## src/rtl/spi_rp_pkg.sv

```systemverilog
package spi_rp_pkg;

    localparam int FRAME_W = 16;
    localparam int WORD_W  = 16;
    localparam int BYTE_W  = 8;
    localparam int BADDR_W = 7;
    localparam int WIDX_W  = BADDR_W - 1;
    localparam int OUT_DW  = WORD_W - 2;

    typedef enum logic [1:0] {
        FR_IDLE  = 2'd0,
        FR_SHIFT = 2'd1,
        FR_DONE  = 2'd2
    } fr_state_e;

    // Decoded command frame, MSB first
    typedef struct packed {
        logic              wr;
        logic [WIDX_W-1:0] widx;
        logic              hi;
        logic [BYTE_W-1:0] data;
    } cmd_frame_t;

endpackage

```

## src/rtl/spi_rp_sync.sv

```systemverilog
module spi_rp_sync #(
    parameter int   STAGES  = 2,
    parameter logic RST_VAL = 1'b0
) (
    input  logic clk,
    input  logic rst_n,
    input  logic d_in,
    output logic lvl
);

    logic [STAGES-1:0] sh;

    always_ff @(posedge clk or negedge rst_n) begin
        if (!rst_n) begin
            sh <= {STAGES{RST_VAL}};
        end else begin
            sh <= {sh[STAGES-2:0], d_in};
        end
    end

    assign lvl = sh[STAGES-1];

endmodule

```

## src/rtl/spi_rp_frame.sv

```systemverilog
module spi_rp_frame
    import spi_rp_pkg::*;
(
    input  logic              clk,
    input  logic              rst_n,
    input  logic              cs_lvl,
    input  logic              sclk_lvl,
    input  logic              din_lvl,
    input  logic [WORD_W-1:0] reply_word,
    output logic              frame_valid,
    output cmd_frame_t        frame_word,
    output logic              dout,
    output logic              dout_oe
);

    localparam int             CNT_W    = $clog2(FRAME_W);
    localparam logic [CNT_W-1:0] LAST_BIT = CNT_W'(FRAME_W - 1);

    fr_state_e state, state_nxt;

    logic               cs_prev;
    logic               sclk_prev;
    logic               cs_fall;
    logic               sclk_rise;
    logic               sclk_fall;
    logic               last_rise;
    logic [CNT_W-1:0]   bit_cnt;
    logic [FRAME_W-2:0] rx_sh;
    logic [WORD_W-1:0]  tx_sh;

    // Edge detection in the system clock domain
    always_ff @(posedge clk or negedge rst_n) begin
        if (!rst_n) begin
            cs_prev   <= 1'b1;
            sclk_prev <= 1'b1;
        end else begin
            cs_prev   <= cs_lvl;
            sclk_prev <= sclk_lvl;
        end
    end

    assign cs_fall   = cs_prev & ~cs_lvl;
    assign sclk_rise = ~sclk_prev & sclk_lvl;
    assign sclk_fall = sclk_prev & ~sclk_lvl;
    assign last_rise = (state == FR_SHIFT) && !cs_lvl && sclk_rise && (bit_cnt == LAST_BIT);

    // State register
    always_ff @(posedge clk or negedge rst_n) begin
        if (!rst_n) begin
            state <= FR_IDLE;
        end else begin
            state <= state_nxt;
        end
    end

    // Next-state logic
    always_comb begin
        state_nxt = state;
        unique case (state)
            FR_IDLE: begin
                if (cs_fall) state_nxt = FR_SHIFT;
            end
            FR_SHIFT: begin
                if (cs_lvl)         state_nxt = FR_IDLE;
                else if (last_rise) state_nxt = FR_DONE;
            end
            FR_DONE: begin
                if (cs_lvl) state_nxt = FR_IDLE;
            end
            default: state_nxt = FR_IDLE;
        endcase
    end

    // Shift registers, bit counter and frame report
    always_ff @(posedge clk or negedge rst_n) begin
        if (!rst_n) begin
            bit_cnt     <= '0;
            rx_sh       <= '0;
            tx_sh       <= '0;
            frame_valid <= 1'b0;
            frame_word  <= '0;
        end else begin
            frame_valid <= last_rise;
            if (last_rise) begin
                frame_word <= cmd_frame_t'({rx_sh, din_lvl});
            end
            if (state == FR_IDLE) begin
                if (cs_fall) begin
                    tx_sh   <= reply_word;
                    bit_cnt <= '0;
                    rx_sh   <= '0;
                end
            end else if (state == FR_SHIFT) begin
                if (sclk_rise) begin
                    rx_sh   <= {rx_sh[FRAME_W-3:0], din_lvl};
                    bit_cnt <= bit_cnt + 1'b1;
                end else if (sclk_fall && (bit_cnt != '0)) begin
                    // the fall before the first rise keeps the MSB in place
                    tx_sh <= {tx_sh[WORD_W-2:0], 1'b0};
                end
            end
        end
    end

    // Outputs
    always_comb begin
        dout_oe = (state != FR_IDLE);
        dout    = dout_oe & tx_sh[WORD_W-1];
    end

endmodule

```

## src/rtl/spi_rp_regs.sv

```systemverilog
module spi_rp_regs
    import spi_rp_pkg::*;
#(
    parameter int N_OUT     = 4,
    parameter int N_CTRL    = 4,
    parameter int CTRL_BASE = 8,
    parameter int DIAG_IDX  = 14,
    parameter int DIAG_W    = 8,
    parameter int CMD_IDX   = 15,
    parameter int CMD_W     = 8,
    parameter logic [N_CTRL*WORD_W-1:0] CTRL_RST = '0
) (
    input  logic                     clk,
    input  logic                     rst_n,
    input  logic                     frame_valid,
    input  cmd_frame_t               frame_word,
    input  logic [N_OUT-1:0]         sens_load,
    input  logic [N_OUT*OUT_DW-1:0]  sens_data,
    input  logic [DIAG_W-1:0]        diag_flags,
    output logic [WORD_W-1:0]        reply_word,
    output logic [N_CTRL*WORD_W-1:0] ctrl_q,
    output logic [CMD_W-1:0]         cmd_strobe
);

    localparam logic [WIDX_W-1:0] CMD_W_IDX  = WIDX_W'(CMD_IDX);
    localparam logic [WIDX_W-1:0] DIAG_W_IDX = WIDX_W'(DIAG_IDX);

    logic                      wr_ev;
    logic                      rd_ev;
    logic                      err_any;
    logic [N_OUT*WORD_W-1:0]   out_words;
    logic [WORD_W-1:0]         rd_word;

    assign wr_ev   = frame_valid & frame_word.wr;
    assign rd_ev   = frame_valid & ~frame_word.wr;
    assign err_any = |diag_flags;

    // Sensor output words: value plus new-data flag
    for (genvar gi = 0; gi < N_OUT; gi++) begin : g_out
        localparam logic [WIDX_W-1:0] MY_IDX = WIDX_W'(gi);
        logic [OUT_DW-1:0] val;
        logic              nd;
        logic              rd_hit;

        assign rd_hit = rd_ev && (frame_word.widx == MY_IDX);

        always_ff @(posedge clk or negedge rst_n) begin
            if (!rst_n) begin
                val <= '0;
                nd  <= 1'b0;
            end else if (sens_load[gi]) begin
                val <= sens_data[gi*OUT_DW +: OUT_DW];
                nd  <= 1'b1;
            end else if (rd_hit) begin
                nd  <= 1'b0;
            end
        end

        assign out_words[gi*WORD_W +: WORD_W] = {nd, err_any, val};
    end

    // Control words with byte-wide writes
    for (genvar gj = 0; gj < N_CTRL; gj++) begin : g_ctrl
        localparam logic [WIDX_W-1:0] MY_IDX = WIDX_W'(CTRL_BASE + gj);
        logic [WORD_W-1:0] q;
        logic              wr_hit;

        assign wr_hit = wr_ev && (frame_word.widx == MY_IDX);

        always_ff @(posedge clk or negedge rst_n) begin
            if (!rst_n) begin
                q <= CTRL_RST[gj*WORD_W +: WORD_W];
            end else if (wr_hit) begin
                if (frame_word.hi) q[WORD_W-1:BYTE_W] <= frame_word.data;
                else               q[BYTE_W-1:0]      <= frame_word.data;
            end
        end

        assign ctrl_q[gj*WORD_W +: WORD_W] = q;
    end

    // Read selection; command and reserved words read zero
    always_comb begin
        rd_word = '0;
        for (int i = 0; i < N_OUT; i++) begin
            if (frame_word.widx == WIDX_W'(i)) rd_word = out_words[i*WORD_W +: WORD_W];
        end
        for (int j = 0; j < N_CTRL; j++) begin
            if (frame_word.widx == WIDX_W'(CTRL_BASE + j)) rd_word = ctrl_q[j*WORD_W +: WORD_W];
        end
        if (frame_word.widx == DIAG_W_IDX) rd_word = WORD_W'(diag_flags);
    end

    // Pending reply for the next frame
    always_ff @(posedge clk or negedge rst_n) begin
        if (!rst_n) begin
            reply_word <= '0;
        end else if (frame_valid) begin
            reply_word <= frame_word.wr ? '0 : rd_word;
        end
    end

    // Self-clearing command pulses
    always_ff @(posedge clk or negedge rst_n) begin
        if (!rst_n) begin
            cmd_strobe <= '0;
        end else if (wr_ev && (frame_word.widx == CMD_W_IDX) && !frame_word.hi) begin
            cmd_strobe <= frame_word.data[CMD_W-1:0];
        end else begin
            cmd_strobe <= '0;
        end
    end

endmodule

```

## src/rtl/spi_regport.sv

```systemverilog
module spi_regport
    import spi_rp_pkg::*;
#(
    parameter int N_OUT       = 4,
    parameter int N_CTRL      = 4,
    parameter int CTRL_BASE   = 8,
    parameter int DIAG_IDX    = 14,
    parameter int DIAG_W      = 8,
    parameter int CMD_IDX     = 15,
    parameter int CMD_W       = 8,
    parameter int SYNC_STAGES = 2,
    parameter logic [N_CTRL*16-1:0] CTRL_RST = {16'h0000, 16'h0000, 16'h3C00, 16'h7781}
) (
    input  logic                   clk,
    input  logic                   rst_n,
    input  logic                   spi_cs_n,
    input  logic                   spi_sclk,
    input  logic                   spi_mosi,
    output logic                   spi_miso,
    output logic                   spi_miso_oe,
    input  logic [N_OUT-1:0]       sens_load,
    input  logic [N_OUT*14-1:0]    sens_data,
    input  logic [DIAG_W-1:0]      diag_flags,
    output logic [N_CTRL*16-1:0]   ctrl_q,
    output logic [CMD_W-1:0]       cmd_strobe
);

    logic              cs_q;
    logic              sclk_q;
    logic              mosi_q;
    logic              frame_valid;
    cmd_frame_t        frame_word;
    logic [WORD_W-1:0] reply_word;

    spi_rp_sync #(.STAGES(SYNC_STAGES), .RST_VAL(1'b1)) u_sync_cs (
        .clk(clk), .rst_n(rst_n), .d_in(spi_cs_n), .lvl(cs_q)
    );
    spi_rp_sync #(.STAGES(SYNC_STAGES), .RST_VAL(1'b1)) u_sync_sclk (
        .clk(clk), .rst_n(rst_n), .d_in(spi_sclk), .lvl(sclk_q)
    );
    spi_rp_sync #(.STAGES(SYNC_STAGES), .RST_VAL(1'b0)) u_sync_mosi (
        .clk(clk), .rst_n(rst_n), .d_in(spi_mosi), .lvl(mosi_q)
    );

    spi_rp_frame u_frame (
        .clk         (clk),
        .rst_n       (rst_n),
        .cs_lvl      (cs_q),
        .sclk_lvl    (sclk_q),
        .din_lvl     (mosi_q),
        .reply_word  (reply_word),
        .frame_valid (frame_valid),
        .frame_word  (frame_word),
        .dout        (spi_miso),
        .dout_oe     (spi_miso_oe)
    );

    spi_rp_regs #(
        .N_OUT     (N_OUT),
        .N_CTRL    (N_CTRL),
        .CTRL_BASE (CTRL_BASE),
        .DIAG_IDX  (DIAG_IDX),
        .DIAG_W    (DIAG_W),
        .CMD_IDX   (CMD_IDX),
        .CMD_W     (CMD_W),
        .CTRL_RST  (CTRL_RST)
    ) u_regs (
        .clk         (clk),
        .rst_n       (rst_n),
        .frame_valid (frame_valid),
        .frame_word  (frame_word),
        .sens_load   (sens_load),
        .sens_data   (sens_data),
        .diag_flags  (diag_flags),
        .reply_word  (reply_word),
        .ctrl_q      (ctrl_q),
        .cmd_strobe  (cmd_strobe)
    );

endmodule

```

## config.mk

```make
export PLATFORM = sky130hd
export DESIGN_NAME = spi_regport
export DESIGN_NICKNAME = d
export VERILOG_FILES = /design/src/rtl/spi_rp_pkg.sv /design/src/rtl/spi_rp_sync.sv /design/src/rtl/spi_rp_frame.sv /design/src/rtl/spi_rp_regs.sv /design/src/rtl/spi_regport.sv
export SDC_FILE = /design/constraint.sdc
export NUM_CORES = 1
export LEC_CHECK = 0
export ABC_CLOCK_PERIOD_IN_PS = 2400
export BUFFER_PORTS_ARGS = -buffer_cell sky130_fd_sc_hd__clkbuf_2
export CORE_MARGIN = 2
export CORE_UTILIZATION = 57
export CTS_BUF_LIST = sky130_fd_sc_hd__clkbuf_16
export CTS_CLUSTER_SIZE = 30
export DETAILED_ROUTE_END_ITERATION = 8
export PLACE_DENSITY = 0.77
export SETUP_SLACK_MARGIN = 0.5
export SLEW_MARGIN = 20
export SYNTH_ARGS = -nofsm -noshare
export SYNTH_HDL_FRONTEND = slang
export SYNTH_SLANG_ARGS = --single-unit
```

## constraint.sdc

```tcl
create_clock -name clk -period 2.4 [get_ports clk]
set_input_delay 0.24 -clock clk [delete_from_list [all_inputs] [get_ports clk]]
set_output_delay 0.24 -clock clk [all_outputs]
set_load 0.005 [all_outputs]
```

==> impl_metrics.sql, run 1 <==
INSERT INTO impl_metrics (metric_group, metric, value, unit) VALUES
('outcome', 'outcome', 'finished clean', ''),
('sta', 'finalHoldViolCount', '0', ''),
('setup_path', 'cp.arrival', '2.39', 'ns'),
('power_and_ir_drop', 'total_leakage_power', '0.00577', 'µW'),
('power_and_ir_drop', 'cellPowerDensity', '591', 'nW/µm²'),
('power_and_ir_drop', 'total_power', '7380', 'µW'),
('routing', 'vias', '7331', ''),
('layout', 'instances_no_fill', '1210', ''),
('routing', 'post_drt_wl_per_cell', '22.8', 'µm'),
('cts', 'cts_inserted_buffers', '22', ''),
('synthesis', 'synth_enable_flop_cells', '0', ''),
('sta', 'setup-violations-final', '0', ''),
('worst_hold_path', 'timing.hold.worst.class', 'input port to flop', ''),
('place', 'gp_congestion', '0.887', ''),
('global_route', 'first_global_vias', '7456', ''),
('synthesis', 'syn_inst', '739', ''),
('layout', 'share_of_final_layout_standard_cells_stronger_than_drive_strength_1', '0.443', ''),
('sta', 'fin_worst_hold_slack', '0.00231', 'ns'),
('cts', 'clk_latency', '0.51', 'ns'),
('cts', 'path_clk_slew', '0.07', 'ns'),
('sta', 'fmaxAchievable', '500', 'MHz'),
('layout', 'layout.nets', '1051', ''),
('routing', 'drt_drc_violations_left', '0', ''),
('cts', 'htree_num_levels', '1', ''),
('routing', 'vias_per_cell', '6.06', ''),
('sta', 'slew_headroom', '0.572', ''),
('sta', 'timing.final.max_slew_violations', '0', ''),
('cts', 'cts_tree', 'yes', ''),
('sta', 'totalNegativeSetupSlack', '0', 'ns'),
('die', 'die_area', '17800', 'µm²'),
('layout', 'n_antenna_cell', '0', ''),
('die', 'coreArea', '16500', 'µm²'),
('sta', 'period_needed', '2.00', 'ns'),
('setup_path', 'worst_setup_end_kind', 'flop', ''),
('die', 'start_util', '0.580', ''),
('cts', 'clk_root_buffer_cell', 'clkbuf_16', ''),
('synthesis', 'yosys.area.top_type', 'dfrtp_1', ''),
('sta', 'grt_setup_unrepaired', 'true', ''),
('setup_path', 'worstSetupPathType', 'flop to flop', ''),
('synthesis', 'synth_top_area_share', '0.503', ''),
('cts', 'clock_sinks', '210', ''),
('synthesis', 'yosys-top-cells-area', 'dfrtp_1 (50%), mux2_2 (16%), dfstp_2 (5.0%), mux2i_1 (4.2%), mux4_2 (3.5%)', ''),
('die', 'floorplan.die.width', '133', 'µm'),
('cts', 'clock_tree.buffer_depth', '3', ''),
('synthesis', 'postSynthNetCount', '814', ''),
('setup_path', 'critical_path_peak_fanout', '8', ''),
('place', 'dp_hpwl', '16900', 'µm'),
('power_and_ir_drop', 'irDropWorstVdd', '0.526', 'mV'),
('routing', 'drt_pass1_iterations', '5', ''),
('synthesis', 'synthesis.area', '9550', 'µm²'),
('routing', 'finalWirelength', '27600', 'µm'),
('sta', 'worst_slew_pin_slew', '0.642', 'ns'),
('routing', 'drt-initial-drc-count', '648', ''),
('global_route', 'gr-total-overflow', '0', ''),
('layout', 'areaGrowthSynthToFinish', '30.9', '%'),
('sta', 'final_min_period_over_clock_period', '0.833', ''),
('die', 'die_height', '133', 'µm'),
('synthesis', 'synth_top_flop_cell', 'dfrtp_1', ''),
('synthesis', 'syn-mean-instance-area', '12.9', 'µm²'),
('sta', 'worst_skew', '0.0159', 'ns'),
('setup_path', 'setup.worst_path.start_class', 'flop', ''),
('layout', 'final_core_utilization', '0.759', ''),
('run', 'maxCapViolations', '0', ''),
('routing', 'ant_nets', '0', ''),
('synthesis', 'synth_seq_cells', '210', ''),
('synthesis', 'seq_area_frac_synth', '0.553', ''),
('die', 'design.portCount', '147', ''),
('setup_path', 'worst-endpoint-required', '2.79', 'ns'),
('die', 'floorplan.rows', '47', ''),
('global_route', 'gr-usage-all-layers', '0.298', ''),
('place', 'placedCellCount', '1084', ''),
('global_route', 'pin_count_of_the_biggest_net_entering_global_routing', '75', ''),
('synthesis', 'yosysWarningCount', '0', ''),
('synthesis', 'share_of_synthesized_flip_flops_with_an_asynchronous_set_or_reset', '1.00', ''),
('global_route', 'grt_first_pass_wirelength', '41100', 'µm'),
('place', 'io_buffers', '146', ''),
('global_route', 'antenna_found_initial', '0', ''),
('synthesis', 'yosys.cell_types.count', '60', '');
==> synth_stat cells (all sizes together), types with 2 or more instances <==
cell / n
dfrtp: 192
mux2: 143
nand2: 64
mux2i: 40
o21ai: 38
clkbuf: 27
nor2: 20
buf: 19
dfstp: 18
a21oi: 16
mux4: 15
inv: 14
nor3: 12
and2: 10
nand3: 10
nor2b: 10
a21o: 9
a22oi: 7
nor3b: 7
o32ai: 7
nand2b: 6
a221o: 4
a221oi: 4
nand3b: 4
nor4: 3
o221a: 3
o221ai: 3
o2bb2ai: 3
a211oi: 2
a2bb2oi: 2
ha: 2
nand4: 2
nor4b: 2
o21a: 2
o31ai: 2
or3b: 2
xnor2: 2
==> stage by stage <==
| step | setup WS, ns | area [µm²] |
|---|---|---|
| floorplan | 0.482 | 9550 |
| detailed placement | 0.0893 | 10600 |
| finish | 0.400 | 12500 |
| global placement | 0.178 | 10600 |
| CTS | 0.445 | 12200 |
| global route | 0.341 | 12500 |
==> registers in the layout, summed over array words and instances, names as in the netlist <==
name,flops
u_frame.tx_sh,16
u_sync_cs.sh,2
u_sync_sclk.sh,2
u_frame.frame_valid,1
u_frame.cs_prev,1
u_frame.frame_word,16
u_frame.sclk_prev,1
u_frame.rx_sh,15
u_sync_mosi.sh,2
u_regs.cmd_strobe,8
u_regs.g_ctrl.q,64
u_regs.g_out.val,56
u_regs.reply_word,16
u_frame.state,2
u_regs.g_out.nd,4
u_frame.bit_cnt,4
==> layout by cell type (no fill, tap or decap), types with 9 or more instances in the layout <==
cell type	count
clkbuf_16	25
nand3_1	9
dfstp_2	18
a21oi_1	10
buf_6	11
clkbuf_2	145
buf_4	25
mux2_4	35
buf_12	10
mux4_2	15
dlygate4sd3_1	62
mux2i_1	40
o21ai_0	36
mux2_2	108
nor2_1	15
dfrtp_1	185
and2_1	10
inv_1	21
nand2_1	64
==> cell type report <==
type | count | area, µm²
clock buffers | 23 | 576
clock inverters | 15 | 62.6
fillers | 982 | 3970
inverters | 15 | 56.3
multi-input cells | 468 | 4260
flip-flops and latches | 210 | 5290
well taps | 220 | 275
repair buffers | 259 | 1980
==> path summary, 6_finish.rpt <==
path | startpoint | to | slack (ns) | cells past startpoint
worst min-delay path | diag_flags[4] | u_regs.reply_word[4] | 0.002 | 2
worst min register to register | u_sync_sclk.sh[0] | u_sync_sclk.sh[1] | 0.36 | 0
min in group asynchronous | rst_n | u_regs.g_out[0].val[3] | 0.34 | 2
max in group asynchronous | rst_n | u_sync_cs.sh[1] | 1.30 | 3
worst max-delay path | u_frame.frame_word[13] | u_regs.g_ctrl[0].q[5] | 0.40 | 5
worst max register to register | u_frame.frame_word[13] | u_regs.g_ctrl[0].q[5] | 0.40 | 5
==> cell families after synthesis <==
| kind of cell | share of synthesized area |
|---|---|
| adders and majority gates | 0.00262 |
| AOI/OAI and AO/OA | 0.0770 |
| xor gates and xnor gates | 0.00183 |
| buffers and inverters | 0.0270 |
| muxes | 0.249 |
| DFF | 0.553 |
| and+or+nand+nor | 0.0898 |
==> timing repair <==
action / CTS / global route
endpoints found under the setup margin: 98 / 86
buffers inserted: 17 / 7
gates resized for setup: 31 / 48
endpoints found under the hold margin: 121 / 0
cloned: 0 / 2
pin swaps: 9 / 9
hold buffers: 62 / 0
==> power breakdown <==
group	leakage, µW	internal, µW	switching (µW)
Clock	0.000339	1720	1370
Combinational	0.00273	289	260
Sequential	0.00269	3670	80.4
==> critical path, cell delays in order, from the launching register on <==
cell	delay [ns]
dfrtp_2	0.43
or4b_4	0.57
nor3_4	0.24
buf_4	0.19
nand2b_4	0.12
mux2_4	0.33
==> per-layer routing <==
metal	GRT usage	share of wire
met1	0.409	0.40
met2	0.480	0.48
met3	0.0594	0.077
met4	0.108	0.039
met5	0	0
Power figures use the tool's default switching activity.
==> inputs of run 2 (changes only) <==
ABC_CLOCK_PERIOD_IN_PS = 1700   (was 2400)
CORE_UTILIZATION = 51   (was 57)
PLACE_DENSITY = 0.73   (was 0.77)
clock period = 1.7 ns   (was 2.4 ns; I/O delays follow)
==> run 2 against run 1 <==
Against the previous run:
- the run now ends with negative setup slack left
- register-to-register slack got worse by 0.73 ns
- sequential power grew 42%
- total power is 51% higher
- routed wire length rose by 32%
- largest cell class unchanged
==> impl_metrics.sql, run 2 (same netlist as run 1, synthesis figures left out) <==
INSERT INTO impl_metrics (metric_group, metric, value, unit) VALUES
('setup_path', 'critical_path_peak_fanout', '5', ''),
('routing', 'ant_nets', '0', ''),
('sta', 'worst_skew', '0.0105', 'ns'),
('cts', 'clk_latency', '0.53', 'ns'),
('layout', 'share_of_final_layout_standard_cells_stronger_than_drive_strength_1', '0.601', ''),
('routing', 'drt_pass1_iterations', '6', ''),
('die', 'coreArea', '18500', 'µm²'),
('layout', 'top_regs', 'u_regs.g_ctrl.q: 64 flops, u_regs.g_out.val: 56 flops', ''),
('sta', 'fin_worst_hold_slack', '0.0732', 'ns'),
('global_route', 'top_usage_layer_grt', 'met2', ''),
('setup_path', 'cp.arrival', '2.43', 'ns'),
('layout', 'layout.nets', '1163', ''),
('sta', 'fmaxAchievable', '492', 'MHz'),
('layout', 'mostFrequentLayoutCell', 'dfrtp_1', ''),
('layout', 'postLayoutCellArea', '14600', 'µm²'),
('place', 'placedCellCount', '1135', ''),
('sta', 'period_needed', '2.03', 'ns'),
('power_and_ir_drop', 'total_leakage_power', '0.00678', 'µW'),
('routing', 'drt-initial-drc-count', '865', ''),
('routing', 'post_drt_wl_per_cell', '27.1', 'µm'),
('sta', 'final_min_period_over_clock_period', '1.19', ''),
('routing', 'drt_drc_violations_left', '0', ''),
('sta', 'grt_setup_unrepaired', 'true', ''),
('sta', 'fin_ws', '-0.331', 'ns'),
('layout', 'regMostFlops', 'u_regs.g_ctrl.q', ''),
('routing', 'vias', '8476', ''),
('global_route', 'use_met2', '0.521', ''),
('setup_path', 'worst_r2r_path_depth', '5', ''),
('setup_path', 'setup.worst_path.start_class', 'flop', ''),
('place', 'dp_hpwl', '17600', 'µm'),
('sta', 'finalHoldViolCount', '0', ''),
('cts', 'path_clk_slew', '0.06', 'ns'),
('sta', 'timing.final.max_slew_violations', '0', ''),
('setup_path', 'worst-endpoint-required', '2.10', 'ns'),
('global_route', 'antenna_found_initial', '0', ''),
('setup_path', 'critical-path-top-cell-by-count', 'buf_6', ''),
('die', 'floorplan.rows', '50', ''),
('place', 'placed_cell_areas', '11100', 'µm²'),
('layout', 'areaGrowthSynthToFinish', '52.7', '%'),
('cts', 'cts_tree', 'yes', ''),
('global_route', 'pin_count_of_the_biggest_net_entering_global_routing', '52', ''),
('global_route', 'grt_use_met1', '0.436', ''),
('power_and_ir_drop', 'cellPowerDensity', '764', 'nW/µm²'),
('die', 'start_util', '0.516', ''),
('sta', 'worst_slew_pin_slew', '0.592', 'ns'),
('setup_path', 'timing.critical_path.cells', 'or4b_4, buf_6, nor3_4, buf_6, mux2_4', ''),
('die', 'die_height', '141', 'µm'),
('setup_path', 'crit_path_max_incr_delay', '0.59', 'ns'),
('layout', 'largest_register_ff_count', '64', ''),
('cts', 'htree_num_levels', '1', ''),
('routing', 'vias_per_cell', '6.33', ''),
('cts', 'clk_root_buffer_cell', 'clkbuf_16', ''),
('setup_path', 'worstSetupPathType', 'flop to flop', ''),
('global_route', 'gr-total-overflow', '0', ''),
('die', 'floorplan.die.width', '141', 'µm'),
('place', 'io_buffers', '146', ''),
('die', 'die_area', '19800', 'µm²'),
('place', 'gp_congestion', '0.894', ''),
('sta', 'setup-violations-final', '101', ''),
('setup_path', 'worst_setup_end_kind', 'flop', ''),
('layout', 'n_antenna_cell', '0', ''),
('global_route', 'grt_first_pass_wirelength', '49400', 'µm'),
('outcome', 'outcome', 'finished with violations', ''),
('run', 'maxCapViolations', '0', ''),
('setup_path', 'critical-path-slowest-cell', 'or4b_4', ''),
('cts', 'clock_tree.buffer_depth', '3', ''),
('layout', 'fillerInstances', '891', ''),
('layout', 'mostFrequentLayoutCells', 'dfrtp_1 (182), clkbuf_2 (109), buf_4 (84)', ''),
('sta', 'slew_headroom', '0.606', ''),
('cts', 'clock_sinks', '210', ''),
('die', 'design.portCount', '147', ''),
('global_route', 'globalRouteMet3Util', '0.0618', ''),
('global_route', 'gr-usage-all-layers', '0.323', ''),
('layout', 'instances_no_fill', '1339', ''),
('worst_hold_path', 'worst_hold_path.num_cells', '3', ''),
('layout', 'final_core_utilization', '0.787', ''),
('routing', 'finalWirelength', '36300', 'µm'),
('outcome', 'failing_checks', 'negative setup slack', ''),
('cts', 'cts_inserted_buffers', '23', ''),
('worst_hold_path', 'timing.hold.worst.class', 'input port to flop', ''),
('power_and_ir_drop', 'irDropWorstVdd', '0.703', 'mV'),
('global_route', 'first_global_vias', '8403', '');
## run 2: cell types whose count changed in the layout (fill, tap and decap cells not counted), sizes merged
| cell | delta |
|---|---|
| clkdlybuf4s15 | +1 |
| dlygate4sd3 | +1 |
| bufinv | +1 |
| clkinv | +3 |
| clkbuf | -34 |
| bufbuf | +1 |
| a21o | +5 |
| buf | +137 |
## run 2: worst max-delay path: cells and delay by family (launching register included)
kind,cells,cell delay (ns)
buf+inv,2,0.36
flops,1,0.39
mux,1,0.32
simple gates,2,0.83
## run 2: per-layer routing
| metal | part of all wire | vias up |
|---|---|---|
| li1 | - | 3388 |
| met1 | 0.38 | 4257 |
| met2 | 0.47 | 652 |
| met3 | 0.097 | 179 |
| met4 | 0.054 | 0 |
| met5 | 0 | - |
## run 2: final timing paths
kind	start	end	slack, ns
max	u_frame.frame_word[13]	u_regs.g_ctrl[2].q[3]	-0.33
min	diag_flags[3]	u_regs.reply_word[3]	0.07
max reg2reg	u_frame.frame_word[13]	u_regs.g_ctrl[2].q[3]	-0.33
min reg2reg	u_sync_sclk.sh[0]	u_sync_sclk.sh[1]	0.36
max in group asynchronous	rst_n	u_regs.g_ctrl[0].q[14]	0.91
min in group asynchronous	rst_n	u_regs.g_out[1].val[11]	0.10
## run 2: area by class of cell
cell class	count	area, µm²	area share
Clock inverter	19	114	0.00781
Inverter	15	71.3	0.00489
Multi-Input combinational cell	473	5020	0.344
Timing Repair Buffer	365	3220	0.221
Clock buffer	23	576	0.0395
Sequential cell	210	5290	0.363
Tap cell	234	293	0.0201
## run 2: repair_timing
item	in CTS	in global routing
cloned	15	3
endpoints found under the setup margin	210	211
pin swaps	63	36
gates resized for setup	185	130
buffers inserted	65	16
hold buffers	63	0
hold endpoints to repair	262	0
## run 2: report_power, final
part	switching [µW]	total, µW	internal (µW)
Combinational	522	1090	568
Clock	2130	4740	2610
Sequential	132	5310	5180
## run 2: stage by stage
step / TNS (ns) / power, µW / setup slack, ns
floorplan: -8.56 / 5730 / -0.215
global placement: -11.28 / 6020 / -0.298
detailed placement: -12.92 / 6050 / -0.323
CTS: -7.32 / 10900 / -0.193
global route: -19.64 / 11400 / -0.327
finish: -16.58 / 11100 / -0.331
==> inputs of run 3 (changes only) <==
ABC_AREA = 1   (was default)
ABC_CLOCK_PERIOD_IN_PS = 2200   (was 1700)
CORE_UTILIZATION = 57   (was 51)
PLACE_DENSITY = 0.77   (was 0.73)
clock period = 2.2 ns   (was 1.7 ns; I/O delays follow)
==> run 3 against run 2 <==
Against the previous run:
- the run now ends clean
- non-clock buffer count fell by 118
- sequential cell count unchanged
- design area shrank 18%
- worst hold slack got worse by 0.035 ns
- total power is 24% lower
- fmax grew 15%
- sequential power down 21%
- critical path type unchanged
- largest cell class unchanged
==> impl_metrics.sql, run 3 <==
INSERT INTO impl_metrics (metric_group, metric, value, unit) VALUES
('outcome', 'outcome', 'finished clean', ''),
('layout', 'regMostFlops', 'u_regs.g_ctrl.q', ''),
('die', 'die_area', '17300', 'µm²'),
('global_route', 'grt_first_pass_wirelength', '41600', 'µm'),
('die', 'coreArea', '15900', 'µm²'),
('synthesis', 'yosysMostFrequentCell', 'nand2_1', ''),
('layout', 'share_of_final_layout_standard_cells_stronger_than_drive_strength_1', '0.226', ''),
('cts', 'clock_tree.buffer_depth', '3', ''),
('place', 'dp_hpwl', '17700', 'µm'),
('routing', 'vias', '8677', ''),
('die', 'floorplan.rows', '46', ''),
('synthesis', 'yosys-top-cells-area', 'dfrtp_1 (52%), nand2_1 (14%), o21ai_0 (7.9%), dfstp_2 (5.1%), inv_1 (4.1%)', ''),
('setup_path', 'cp.arrival', '2.16', 'ns'),
('place', 'placedCellCount', '1418', ''),
('synthesis', 'syn-mean-instance-area', '8.52', 'µm²'),
('cts', 'clock_sinks', '210', ''),
('synthesis', 'seq_area_frac_synth', '0.570', ''),
('sta', 'totalNegativeSetupSlack', '0', 'ns'),
('synthesis', 'synth_top_cells_by_count', 'nand2_1 (356), dfrtp_1 (192), o21ai_0 (147), inv_1 (102), nor2_1 (69)', ''),
('routing', 'finalWirelength', '27600', 'µm'),
('layout', 'n_antenna_cell', '0', ''),
('setup_path', 'critical_path_peak_fanout', '13', ''),
('cts', 'htree_num_levels', '1', ''),
('run', 'maxCapViolations', '0', ''),
('synthesis', 'yosys.area.top_type', 'dfrtp_1', ''),
('cts', 'clk_latency', '0.50', 'ns'),
('sta', 'worst_skew', '0.0109', 'ns'),
('synthesis', 'yosysWarningCount', '0', ''),
('die', 'start_util', '0.583', ''),
('sta', 'slew_headroom', '0.549', ''),
('power_and_ir_drop', 'total_leakage_power', '0.00583', 'µW'),
('die', 'floorplan.die.width', '131', 'µm'),
('global_route', 'first_global_vias', '7924', ''),
('sta', 'setup-violations-final', '0', ''),
('cts', 'cts_inserted_buffers', '22', ''),
('global_route', 'antenna_found_initial', '0', ''),
('sta', 'worst_slew_pin_slew', '0.676', 'ns'),
('layout', 'fillerInstances', '1119', ''),
('routing', 'vias_per_cell', '5.61', ''),
('synthesis', 'synthesis.area', '9260', 'µm²'),
('sta', 'final_min_period_over_clock_period', '0.805', ''),
('synthesis', 'synth_top_flop_cell', 'dfrtp_1', ''),
('global_route', 'pin_count_of_the_biggest_net_entering_global_routing', '65', ''),
('routing', 'drt-initial-drc-count', '861', ''),
('sta', 'period_needed', '1.77', 'ns'),
('power_and_ir_drop', 'cellPowerDensity', '707', 'nW/µm²'),
('global_route', 'gr-usage-all-layers', '0.304', ''),
('synthesis', 'yosys.cell_types.count', '35', ''),
('setup_path', 'worstSetupPathType', 'flop to flop', ''),
('layout', 'top_regs', 'u_regs.g_ctrl.q: 64 flops, u_regs.g_out.val: 56 flops', ''),
('routing', 'post_drt_wl_per_cell', '17.8', 'µm'),
('setup_path', 'worst_setup_end_kind', 'flop', ''),
('sta', 'fmaxAchievable', '565', 'MHz'),
('setup_path', 'setup.worst_path.start_class', 'flop', ''),
('sta', 'timing.final.max_slew_violations', '0', ''),
('layout', 'instances_no_fill', '1548', ''),
('global_route', 'gr-total-overflow', '0', ''),
('sta', 'grt_setup_unrepaired', 'true', ''),
('synthesis', 'postSynthNetCount', '1161', ''),
('routing', 'ant_nets', '0', ''),
('setup_path', 'worst-endpoint-required', '2.59', 'ns'),
('power_and_ir_drop', 'irDropWorstVdd', '0.620', 'mV'),
('layout', 'layout.nets', '1391', ''),
('place', 'io_buffers', '146', ''),
('synthesis', 'synth_top_area_share', '0.519', ''),
('layout', 'mostFrequentLayoutCells', 'nand2_1 (352), dfrtp_1 (186), clkbuf_2 (145)', ''),
('cts', 'cts_tree', 'yes', ''),
('synthesis', 'synth_enable_flop_cells', '0', ''),
('routing', 'drt_drc_violations_left', '0', ''),
('synthesis', 'synth_seq_cells', '210', ''),
('layout', 'areaGrowthSynthToFinish', '28.8', '%'),
('layout', 'largest_register_ff_count', '64', ''),
('worst_hold_path', 'timing.hold.worst.class', 'input port to flop', ''),
('sta', 'finalHoldViolCount', '0', ''),
('routing', 'drt_pass1_iterations', '5', ''),
('synthesis', 'share_of_synthesized_flip_flops_with_an_asynchronous_set_or_reset', '1.00', ''),
('synthesis', 'syn_inst', '1086', ''),
('die', 'design.portCount', '147', ''),
('layout', 'mostFrequentLayoutCell', 'nand2_1', ''),
('cts', 'path_clk_slew', '0.07', 'ns'),
('cts', 'clk_root_buffer_cell', 'clkbuf_16', ''),
('place', 'gp_congestion', '0.996', ''),
('die', 'die_height', '131', 'µm');
-- run 3: cell types whose count changed after synthesis, sizes merged, moves of 15 or more --
| cell | previous run | this run |
|---|---|---|
| o21ai | 38 | 161 |
| mux2 | 143 | 0 |
| mux4 | 15 | 0 |
| nand4 | 2 | 25 |
| nor2 | 20 | 81 |
| nand2 | 64 | 360 |
| mux2i | 40 | 0 |
| inv | 14 | 110 |
| nand3 | 10 | 33 |
-- run 3: worst paths after layout --
check	startpoint	endpoint	slack, ns	cells past startpoint
max	u_frame.frame_word[13]	u_regs.g_ctrl[1].q[6]	0.43	6
min	diag_flags[4]	u_regs.reply_word[4]	0.04	5
max reg2reg	u_frame.frame_word[13]	u_regs.g_ctrl[1].q[6]	0.43	6
min reg2reg	u_sync_mosi.sh[0]	u_sync_mosi.sh[1]	0.35	0
max in group asynchronous	rst_n	u_regs.g_ctrl[1].q[13]	1.15	3
min in group asynchronous	rst_n	u_regs.g_out[1].val[5]	0.24	2
-- run 3: area by class of cell --
type / count / area [µm²] / area share
Clock buffer: 23 / 576 / 0.0483
Clock inverter: 17 / 93.8 / 0.00787
Inverter: 115 / 454 / 0.0381
Multi-Input combinational cell: 720 / 3470 / 0.291
Sequential cell: 210 / 5290 / 0.443
Tap cell: 216 / 270 / 0.0227
Timing Repair Buffer: 247 / 1770 / 0.148
-- run 3: worst max-delay path, cell delays in order (launching register included) --
cell and delay [ns]:
dfrtp_2 0.44, nor2_8 0.19, buf_6 0.18, nand4_4 0.20, clkinv_8 0.16, nand3_2 0.18
o21ai_0 0.32
-- run 3: through the flow --
stage               instance area, µm²  power [µW]  setup slack, ns  hold WS (ns)   util
finish                           11900        8430            0.429        0.0377  0.750
global route                     11900        8720            0.403        0.0791  0.750
CTS                              11600        8380            0.502        0.0326  0.728
detailed placement               10200        4850            0.386         0.219  0.640
global placement                 10200        4830            0.448         0.218  0.640
floorplan                         9260        4550            0.633       -0.0756      -
-- run 3: logic make-up after synthesis --
logic type,after synthesis,share of synthesized area
compound gates,202,0.113
fa+ha+maj,2,0.00270
buf+inv,160,0.0726
flops,210,0.570
simple gates,512,0.241
-- run 3: what timing repair did --
action	CTS	global route
cloned	0	6
pin swaps	3	18
resized for setup	19	45
setup buffers	7	17
endpoints found under the hold margin	109	0
setup endpoints to repair	93	104
hold buffers	60	0
-- run 3: power breakdown --
group / total [µW] / internal (µW) / switching (µW)
clock: 3480 / 1990 / 1490
combinational: 774 / 311 / 463
sequential: 4170 / 4070 / 106
-- run 3: metal layers --
metal	routed length (µm)	track usage	up-vias
met5	0	0	-
met4	1520	0.133	0
met3	2730	0.0621	124
met2	12400	0.468	512
met1	10900	0.423	4102
li1	-	-	3939
